<file path="src/rtl/tpo_pkg.sv">
// Package: shared encodings for the time-aligned pulse generator.
// Assumes a write port carries one register access per cycle.
package tpo_pkg;

    // Register selected by a write
    typedef enum logic [1:0] {
        SEL_CTRL = 2'd0,
        SEL_HIGH = 2'd1,
        SEL_LOW  = 2'd2,
        SEL_NONE = 2'd3
    } tpo_sel_e;

    // Control word bit positions
    localparam int CTRL_RUN_BIT  = 0;
    localparam int CTRL_SYNC_BIT = 1;

    // Smallest period the engine will count, in ns
    localparam int MIN_PERIOD_NS = 7;

endpackage

</file>
<file path="src/rtl/tpo_sec_edge.sv">
// Module: tpo_sec_edge
// Flags the first sample of a new second, seen as a sample lower than the previous one.
// Assumes the nanosecond count only moves forward within a second.
module tpo_sec_edge #(
    parameter int NS_W = 30
) (
    input  logic            clk,
    input  logic            rst_n,
    input  logic [NS_W-1:0] tod_i,
    output logic            wrap_o
);

    logic [NS_W-1:0] prev_q;

    // Remember the previous nanosecond sample
    always_ff @(posedge clk) begin
        if (!rst_n) prev_q <= '0;
        else        prev_q <= tod_i;
    end

    assign wrap_o = (tod_i < prev_q);

endmodule

</file>
<file path="src/rtl/tpo_pin_regs.sv">
// Module: tpo_pin_regs
// Holds the high and low period registers of one pin and decodes run and stop commands.
// Assumes the write data is as wide as a period register.
module tpo_pin_regs
    import tpo_pkg::*;
#(
    parameter int NS_W    = 30,
    parameter int PIN_W   = 2,
    parameter int PIN_IDX = 0
) (
    input  logic             clk,
    input  logic             rst_n,
    input  logic             wr_en_i,
    input  logic [PIN_W-1:0] wr_pin_i,
    input  logic [1:0]       wr_sel_i,
    input  logic [NS_W-1:0]  wr_data_i,
    output logic [NS_W-1:0]  hi_o,
    output logic [NS_W-1:0]  lo_o,
    output logic             start_o,
    output logic             stop_o,
    output logic             sync_o
);

    logic      hit;
    tpo_sel_e  sel;

    assign hit = wr_en_i && (wr_pin_i == PIN_W'(PIN_IDX));
    assign sel = tpo_sel_e'(wr_sel_i);

    // Capture period registers on their selected writes
    always_ff @(posedge clk) begin
        if (!rst_n) begin
            hi_o <= '0;
            lo_o <= '0;
        end else if (hit) begin
            if (sel == SEL_HIGH) hi_o <= wr_data_i;
            if (sel == SEL_LOW)  lo_o <= wr_data_i;
        end
    end

    // Decode control writes into one-cycle commands
    always_comb begin
        start_o = hit && (sel == SEL_CTRL) &&  wr_data_i[CTRL_RUN_BIT];
        stop_o  = hit && (sel == SEL_CTRL) && !wr_data_i[CTRL_RUN_BIT];
        sync_o  = wr_data_i[CTRL_SYNC_BIT];
    end

    AST_HIGH_CAPTURE: assert property (@(posedge clk) disable iff (!rst_n)
        (hit && sel == SEL_HIGH) |=> (hi_o == $past(wr_data_i)));
    AST_LOW_CAPTURE: assert property (@(posedge clk) disable iff (!rst_n)
        (hit && sel == SEL_LOW) |=> (lo_o == $past(wr_data_i)));

endmodule

</file>
<file path="src/rtl/tpo_wave_engine.sv">
// Module: tpo_wave_engine
// Generates one pin's waveform: a free-running high/low alternation, or one pulse
// per second at a phase offset. Time advances STEP_NS ns per clock cycle.
// Assumes start and stop never arrive in the same cycle.
module tpo_wave_engine
    import tpo_pkg::*;
#(
    parameter int NS_W    = 30,
    parameter int STEP_NS = 4
) (
    input  logic            clk,
    input  logic            rst_n,
    input  logic [NS_W-1:0] tod_i,
    input  logic            wrap_i,
    input  logic            start_i,
    input  logic            stop_i,
    input  logic            sync_i,
    input  logic [NS_W-1:0] hi_i,
    input  logic [NS_W-1:0] lo_i,
    output logic            out_o
);

    localparam logic [NS_W-1:0] STEP = NS_W'(STEP_NS);
    localparam logic [NS_W-1:0] MINP = NS_W'(MIN_PERIOD_NS);

    logic            run_q;
    logic            sync_q;
    logic            fired_q;
    logic            out_q;
    logic [NS_W-1:0] cnt_q;

    logic [NS_W-1:0] hi_eff;
    logic [NS_W-1:0] lo_eff;
    logic            fired_eff;
    logic            fire;
    logic            cnt_done;

    // Clamp periods and find the second-aligned trigger
    always_comb begin
        hi_eff    = (hi_i < MINP) ? MINP : hi_i;
        lo_eff    = (lo_i < MINP) ? MINP : lo_i;
        fired_eff = fired_q && !wrap_i;
        fire      = !fired_eff && (tod_i >= lo_i);
        cnt_done  = (cnt_q <= STEP);
    end

    // Pin state machine and nanosecond down-counter
    always_ff @(posedge clk) begin
        if (!rst_n) begin
            run_q   <= 1'b0;
            sync_q  <= 1'b0;
            fired_q <= 1'b0;
            out_q   <= 1'b0;
            cnt_q   <= '0;
        end else if (stop_i) begin
            run_q   <= 1'b0;
            fired_q <= 1'b0;
            out_q   <= 1'b0;
            cnt_q   <= '0;
        end else if (start_i) begin
            run_q   <= 1'b1;
            sync_q  <= sync_i;
            out_q   <= !sync_i;
            cnt_q   <= sync_i ? '0 : hi_eff;
            fired_q <= sync_i && (tod_i >= lo_i);
        end else if (run_q && sync_q) begin
            if (fire) begin
                out_q   <= 1'b1;
                cnt_q   <= hi_eff;
                fired_q <= 1'b1;
            end else begin
                fired_q <= fired_eff;
                if (out_q) begin
                    if (cnt_done) begin
                        out_q <= 1'b0;
                        cnt_q <= '0;
                    end else begin
                        cnt_q <= cnt_q - STEP;
                    end
                end
            end
        end else if (run_q) begin
            if (cnt_done) begin
                out_q <= !out_q;
                cnt_q <= out_q ? lo_eff : hi_eff;
            end else begin
                cnt_q <= cnt_q - STEP;
            end
        end
    end

    assign out_o = out_q;

    AST_FREE_START_HIGH: assert property (@(posedge clk) disable iff (!rst_n)
        (start_i && !sync_i) |=> out_o);
    AST_SYNC_START_LOW: assert property (@(posedge clk) disable iff (!rst_n)
        (start_i && sync_i) |=> !out_o);
    AST_STOP_LOW: assert property (@(posedge clk) disable iff (!rst_n)
        stop_i |=> !out_o);
    AST_FREE_EDGE_AT_EXPIRY: assert property (@(posedge clk) disable iff (!rst_n)
        (run_q && !sync_q && !$past(start_i) && (out_q != $past(out_q)))
            |-> ($past(cnt_q) <= STEP));
    AST_SYNC_RISE_PAST_PHASE: assert property (@(posedge clk) disable iff (!rst_n)
        (run_q && sync_q && $rose(out_q)) |-> ($past(tod_i) >= $past(lo_i)));
    AST_ONE_PULSE_PER_SEC: assert property (@(posedge clk) disable iff (!rst_n)
        (run_q && sync_q && $rose(out_q)) |-> (!$past(fired_q) || $past(wrap_i)));

endmodule

</file>
<file path="src/rtl/tod_pulse_gen.sv">
// Module: tod_pulse_gen
// Top level: a shared second-boundary detector and one register bank plus
// waveform engine per output pin.
// Assumes NUM_PINS >= 2 and that tod_ns counts ns within the second.
module tod_pulse_gen
    import tpo_pkg::*;
#(
    parameter int NUM_PINS = 4,
    parameter int NS_W     = 30,
    parameter int STEP_NS  = 4,
    localparam int PIN_W   = $clog2(NUM_PINS)
) (
    input  logic                clk,
    input  logic                rst_n,
    input  logic [NS_W-1:0]     tod_ns,
    input  logic                wr_en,
    input  logic [PIN_W-1:0]    wr_pin,
    input  logic [1:0]          wr_sel,
    input  logic [NS_W-1:0]     wr_data,
    output logic [NUM_PINS-1:0] pulse_out
);

    logic sec_wrap;

    tpo_sec_edge #(.NS_W(NS_W)) u_sec (
        .clk    (clk),
        .rst_n  (rst_n),
        .tod_i  (tod_ns),
        .wrap_o (sec_wrap)
    );

    for (genvar p = 0; p < NUM_PINS; p++) begin : g_pin
        logic [NS_W-1:0] hi;
        logic [NS_W-1:0] lo;
        logic            start;
        logic            stop;
        logic            sync;

        tpo_pin_regs #(.NS_W(NS_W), .PIN_W(PIN_W), .PIN_IDX(p)) u_regs (
            .clk       (clk),
            .rst_n     (rst_n),
            .wr_en_i   (wr_en),
            .wr_pin_i  (wr_pin),
            .wr_sel_i  (wr_sel),
            .wr_data_i (wr_data),
            .hi_o      (hi),
            .lo_o      (lo),
            .start_o   (start),
            .stop_o    (stop),
            .sync_o    (sync)
        );

        tpo_wave_engine #(.NS_W(NS_W), .STEP_NS(STEP_NS)) u_eng (
            .clk     (clk),
            .rst_n   (rst_n),
            .tod_i   (tod_ns),
            .wrap_i  (sec_wrap),
            .start_i (start),
            .stop_i  (stop),
            .sync_i  (sync),
            .hi_i    (hi),
            .lo_i    (lo),
            .out_o   (pulse_out[p])
        );
    end

endmodule

</file>
<file path="config.mk">
export PLATFORM = sky130hd
export DESIGN_NAME = tod_pulse_gen
export DESIGN_NICKNAME = d
export VERILOG_FILES = /design/src/rtl/tpo_pkg.sv /design/src/rtl/tpo_sec_edge.sv /design/src/rtl/tpo_pin_regs.sv /design/src/rtl/tpo_wave_engine.sv /design/src/rtl/tod_pulse_gen.sv
export SDC_FILE = /design/constraint.sdc
export NUM_CORES = 1
export LEC_CHECK = 0
export ABC_CLOCK_PERIOD_IN_PS = 3600
export BUFFER_PORTS_ARGS = -buffer_cell sky130_fd_sc_hd__buf_2
export CORE_UTILIZATION = 47
export DETAILED_ROUTE_END_ITERATION = 7
export GPL_ROUTABILITY_DRIVEN = 0
export PLACE_DENSITY = 0.7
export SYNTH_ARGS = -nofsm -noshare
export SYNTH_HDL_FRONTEND = slang
export SYNTH_SLANG_ARGS = --single-unit
</file>
<file path="constraint.sdc">
create_clock -name clk -period 3.6 [get_ports clk]
set_input_delay 0.9 -clock clk [delete_from_list [all_inputs] [get_ports clk]]
set_output_delay 0.9 -clock clk [all_outputs]
set_load 0.05 [all_outputs]
</file>
==> flow_summary.yaml, run 1 <==
finish:
  layout_commonest_cell: "nand2_1"
  layout.nets: 3562
  instances_no_fill: 4054
  drive_above_1_share_pct: 12.5
  post-route-util_pct: 55.0
  postLayoutCellArea_um2: 28300
  layout_common_cells: "679 x nand2_1, 406 x dfxtp_1, 250 x a21boi_0"
  nFillCells: 4765
  area_growth_pct: 15.2
critical_path:
  worstPathRequired_ps: 4090
  cp-end-kind: "flop"
  critPathKind: "input port to flop"
  crit_path_start: "tod_ns[29]"
  cp-start-kind: "input port"
  cp.arrival_ps: 4030
  r2r-start: "u_sec.prev_q[21]"
  cp_max_fo: 17
synthesis:
  synth_ff_type: "dfxtp_1"
  synth_edf_count: 0
  async_flop_share_pct: 0
  synth_warnings: 0
  synth_cells: 3194
  ys_seq_area_share_pct: 33.1
  avgSynthCellArea_um2: 7.68
  synth_cell_types: 88
  synth_nets: 3418
  ys_seq_elements: 406
  netlist_area_um2: 24500
die:
  fp.dieH_um: 230
  initial_core_util_pct: 47.7
  die_x_um: 230
  io_pins: 71
  coreArea_um2: 51400
  num_rows: 83
  die-area_um2: 53100
timing:
  min_period_ps: 3540
  timing.final.ws_setup_ps: 57.5
  whs_ps: 453
  worst_slew_margin_rel_pct: 47.5
  drv_slew: 0
  fin_crit_sh_pct: 98.4
  skew_ps: 15.2
  worst_pin_slew_ps: 779
  rsz0062_at_grt: "no"
  setup_tns_ps: 0
  hold_viol_final: 0
  max_freq_mhz: 282
  final-setup-viol-count: 0
grt:
  overflow: 0
  grt_pass1_vias: 24246
  grtUsageTotal_pct: 34.1
  antenna_found_initial: 0
  grt_max_degree: 80
  grt_pass1_wl_um: 141000
routing:
  wl_per_cell_um: 22.8
  ant_nets: 0
  vias: 25634
  via_per_inst: 6.32
  drc: 0
  drt_iter0_markers: 3225
  wl_um: 92600
  firstDrtPassIters: 6
power:
  power_mw: 12.0
  peakVddDrop_mv: 0.364
  p_leak_nw: 10.7
  powerDensity_nw_per_um2: 423
clock_tree:
  cts_max_level: 2
  cts.sinks: 406
  postCtsHoldBufs: 0
  cts_tree: "built"
  clk_pin_slew_ps: 60
  cts_made_buffers: 46
  clk_latency_ps: 600
  cts_root_buf: "clkbuf_16"
  cts.path.max_buffers: 3
place:
  dp.final_hpwl_um: 67700
  pre_cts_slack_ps: -605
  place_area_um2: 26800
  place_inst: 3970
  io_buffers: 70
run_status:
  status: "complete, no violations"
hold_path:
  worst_hold_path_type: "flop to flop"
  hold_path.startpoint: "g_pin[3].u_eng.cnt_q[1]"
job:
  drv_cap: 0
-- flip-flops by register name, summed over array words and instances (netlist names) --
| name | flops |
|---|---|
| g_pin.u_eng.cnt_q | 120 |
| g_pin.u_regs.hi_o | 120 |
| g_pin.u_regs.lo_o | 120 |
| u_sec.prev_q | 30 |
| g_pin.u_eng.fired_q | 4 |
| g_pin.u_eng.out_o | 4 |
| g_pin.u_eng.run_q | 4 |
| g_pin.u_eng.sync_q | 4 |
-- repair_timing --
item                                    4_1_cts  5_1_grt
buffers inserted                              0        0
pin swaps                                     0        1
endpoints found under the setup margin        1       22
gates resized for setup                       1        8
-- worst max-delay path: stages --
cell      delay [ps]
buf_2            110
ha_1             330
a21oi_1          170
o21ai_0          280
a21o_1           280
buf_4            160
o31ai_1          330
o221ai_2         280
a31oi_2          370
or2_2            380
o21ai_0          160
a32o_1           280
-- routing by layer --
layer	vias up	global-route usage, %	wire length (um)
met1	12133	44.3	36400
met5	-	0	0
met4	0	19.3	5840
met2	1526	51.6	39200
li1	11624	-	-
met3	351	8.12	11100
-- cell type report --
type	count	area, um^2	area share, %
inverters	180	676	2.39
clock inverters	16	136	0.482
clock buffers	65	1330	4.72
flip-flops and latches	406	8130	28.7
diodes	3	7.51	0.0265
multi-input cells	2418	15000	53.1
well taps	680	851	3.01
repair buffers	286	2120	7.48
-- cell families (layout without fill, tap and decap cells) --
kind of cell	count (synthesis)	count (layout)	synth area share [%]
xor+xnor	84	84	3.00
buf+inv	370	547	6.06
flops	406	406	33.1
simple gates	1248	1248	23.3
fa+ha+maj	157	157	8.01
mux	31	31	1.30
compound gates	898	898	25.2
other cells	0	3	0
-- synth_stat cells, drive strengths merged (14+ instances only) --
cell type / instances / area (um^2)
o31ai: 21 / 176
nor4: 90 / 569
clkbuf: 169 / 669
xor2: 35 / 307
a211oi: 28 / 210
nor2: 169 / 642
a221o: 14 / 140
or3: 22 / 148
a22o: 27 / 236
or4: 17 / 143
a221oi: 32 / 280
nor3: 66 / 363
a21boi: 250 / 1880
inv: 179 / 672
a21oi: 157 / 786
xnor2: 49 / 429
ha: 157 / 1960
a31oi: 25 / 156
and2: 38 / 238
buf: 21 / 141
and3: 14 / 87.6
o211ai: 16 / 120
o21ai: 158 / 791
dfxtp: 406 / 8130
mux2i: 24 / 240
and4: 20 / 175
a22oi: 37 / 278
nand3: 50 / 250
nand4: 31 / 194
or2: 14 / 87.6
o22ai: 26 / 175
nand2: 679 / 2550
-- worst paths after layout --
path / end / slack [ps] / depth (start not counted)
max: g_pin[1].u_eng.cnt_q[20] / 60 / 12
min: g_pin[3].u_eng.cnt_q[1] / 450 / 2
max reg2reg: g_pin[1].u_eng.cnt_q[20] / 110 / 12
min reg2reg: g_pin[3].u_eng.cnt_q[1] / 450 / 2
-- power by group --
group / internal (mW) / switching (mW) / leakage, nW
clock: 2.71 / 2.00 / 0.734
combinational: 1.03 / 1.57 / 6.67
sequential: 4.57 / 0.0880 / 3.28
total: 8.31 / 3.66 / 10.7
Power figures use the tool's default switching activity.
==> inputs of run 2 (changes only) <==
--- a/config.mk
+++ b/config.mk
@@ -5,12 +5,13 @@
 export SDC_FILE = /design/constraint.sdc
 export NUM_CORES = 1
 export LEC_CHECK = 0
-export ABC_CLOCK_PERIOD_IN_PS = 3600
+export ABC_CLOCK_PERIOD_IN_PS = 2900
 export BUFFER_PORTS_ARGS = -buffer_cell sky130_fd_sc_hd__buf_2
 export CORE_UTILIZATION = 47
 export DETAILED_ROUTE_END_ITERATION = 7
 export GPL_ROUTABILITY_DRIVEN = 0
 export PLACE_DENSITY = 0.7
+export SLEW_MARGIN = 20
 export SYNTH_ARGS = -nofsm -noshare
 export SYNTH_HDL_FRONTEND = slang
 export SYNTH_SLANG_ARGS = --single-unit
==> constraint.sdc (replaced) <==
create_clock -name clk -period 2.9 [get_ports clk]
set_input_delay 0.725 -clock clk [delete_from_list [all_inputs] [get_ports clk]]
set_output_delay 0.725 -clock clk [all_outputs]
set_load 0.05 [all_outputs]
==> run 2 against run 1 <==
Net effect: the flow now finishes with violations (setup timing); clock power is 27% higher; clock-buffer cell count is 1 higher; critical endpoint is now g_pin[3].u_eng.cnt_q[22]; non-clock buffer count is 300 higher; sequential power is 24% higher; sequential cell count stayed put.
==> flow_summary.yaml, run 2 (synthesis gave the netlist of run 1 again) <==
timing:
  worst_pin_slew_ps: 891
  drv_slew: 0
  fin_crit_sh_pct: 111
  max_freq_mhz: 310
  rsz0062_at_grt: "yes"
  hold_viol_final: 0
  final-setup-viol-count: 109
  skew_ps: 28.5
  timing.final.ws_setup_ps: -331
  worst_slew_margin_rel_pct: 40.6
  setup_tns_ps: -15600
  min_period_ps: 3230
die:
  initial_core_util_pct: 47.7
  io_pins: 71
  coreArea_um2: 51400
  die-area_um2: 53100
  num_rows: 83
  fp.dieH_um: 230
  die_x_um: 230
grt:
  grtUsageTotal_pct: 36.3
  grt_max_degree: 147
  grt_pass1_wl_um: 150000
  overflow: 0
  antenna_found_initial: 1
  grt_pass1_vias: 26355
clock_tree:
  clk_pin_slew_ps: 60
  clk_latency_ps: 620
  cts_made_buffers: 46
  cts.sinks: 406
  postCtsHoldBufs: 0
  cts_max_level: 2
  cts_root_buf: "clkbuf_16"
  cts_tree: "built"
  cts.path.max_buffers: 3
power:
  combPwrFrac_pct: 27.5
  intPower_mw: 11.1
  p_leak_nw: 12.9
  p_seq_share_pct: 35.6
  clkPwrFrac_pct: 36.9
  powerDensity_nw_per_um2: 487
  peakVddDrop_mv: 0.415
  p_switching_mw: 5.09
  p_sw_share_pct: 31.4
  power_mw: 16.2
run_status:
  status: "finished, violations left"
  violations: "setup timing"
place:
  pre_cts_slack_ps: -868
  place_inst: 4177
  io_buffers: 70
  dp.final_hpwl_um: 70300
routing:
  wl_um: 104000
  via_per_inst: 6.47
  wl_per_cell_um: 23.9
  drc: 0
  ant_nets: 0
  drt_iter0_markers: 4067
  firstDrtPassIters: 6
  vias: 28160
finish:
  layout.nets: 3864
  layout_common_cells: "663 x nand2_1, 424 x buf_4, 361 x dfxtp_1"
  instances_no_fill: 4352
  drive_above_1_share_pct: 28.5
  layout_commonest_cell: "nand2_1"
  reg_top3: "g_pin.u_eng.cnt_q: 120 flops, g_pin.u_regs.hi_o: 120 flops, g_pin.u_regs.lo_o: 120 flops"
  area_growth_pct: 35.7
critical_path:
  reg2reg_depth: 10
  worstPathRequired_ps: 3420
  rr_endpoint: "g_pin[3].u_eng.cnt_q[22]"
  cp-start-kind: "flop"
  r2r-start: "g_pin[3].u_eng.cnt_q[12]"
  cp.arrival_ps: 3750
  reg2reg_setup_slack_ps: -330
  cp_max_fo: 5
  critPathKind: "flop to flop"
  cp-end-kind: "flop"
hold_path:
  worst_hold_path_type: "input port to flop"
  hold_depth: 2
  holdPathEnd: "u_sec.prev_q[0]"
  hold_path.startpoint: "tod_ns[0]"
job:
  drv_cap: 0
run 2: cell types whose count changed in the layout (fill, tap and decap cells not counted), sizes merged:
| cell | before | now |
|---|---|---|
| clkinv | 13 | 10 |
| or2 | 14 | 15 |
| a21oi | 157 | 158 |
| clkbuf | 65 | 70 |
| buf | 286 | 582 |
| bufinv | 2 | 3 |
| diode | 3 | 1 |
| clkinvlp | 1 | 0 |
run 2: worst max-delay path, stage by stage (launching register included):
cell and delay, ps:
dfxtp_2 320, or4_4 530, or3_4 360, or4_4 430, or3_4 420, or3_4 410, o31ai_4 110, buf_12 180
nand2_1 70, o22ai_2 140, a22o_1 200
run 2: worst max-delay path by stage:
stage / from / end
floorplan: tod_ns[5] / g_pin[3].u_eng.cnt_q[20]
global placement: tod_ns[17] / g_pin[2].u_eng.cnt_q[6]
detailed placement: tod_ns[17] / g_pin[2].u_eng.cnt_q[14]
CTS: g_pin[3].u_eng.cnt_q[12] / g_pin[3].u_eng.cnt_q[22]
global route: g_pin[3].u_eng.cnt_q[12] / g_pin[3].u_eng.cnt_q[24]
finish: g_pin[3].u_eng.cnt_q[12] / g_pin[3].u_eng.cnt_q[22]
run 2: per-layer routing:
layer  track usage (%)  part of all wire [%]  vias up
li1                  -                     -    12254
met1              45.5                    37    13268
met2              56.6                    43     2026
met3              8.65                    12      612
met4              21.7                   7.6        0
met5                 0                     0        -
run 2: cell type report:
type | instances | area (um^2)
Antenna cell | 1 | 2.50
Tap cell | 680 | 851
Fill cell | 4022 | 18100
Multi-Input combinational cell | 2420 | 17100
Clock inverter | 13 | 144
Sequential cell | 406 | 8200
Timing Repair Buffer | 586 | 4940
Clock buffer | 66 | 1340
Inverter | 180 | 688
run 2: power groups by stage:
stage	combinational, mW	clock [mW]	sequential (mW)
floorplan	2.15	0	5.86
global placement	3.32	0	5.87
detailed placement	3.42	0	5.88
CTS	3.84	5.97	5.75
global route	4.67	6.22	5.77
finish	4.46	5.98	5.76
run 2: per-stage QoR:
step	utilization, %	hold slack, ps	area (um^2)
2_1_floorplan	-	432	25100
3_3_place_gp	56.0	442	28800
3_5_place_dp	56.0	446	28800
4_1_cts	61.9	368	31800
5_1_grt	64.8	386	33300
6_report	64.8	369	33300
run 2: repair_timing:
action / 4_1_cts / 5_1_grt
setup buffers: 53 / 43
gates resized for setup: 223 / 274
endpoints found under the hold margin: 0 / 0
cloned: 6 / 5
pin swaps: 104 / 132
setup endpoints to repair: 105 / 122
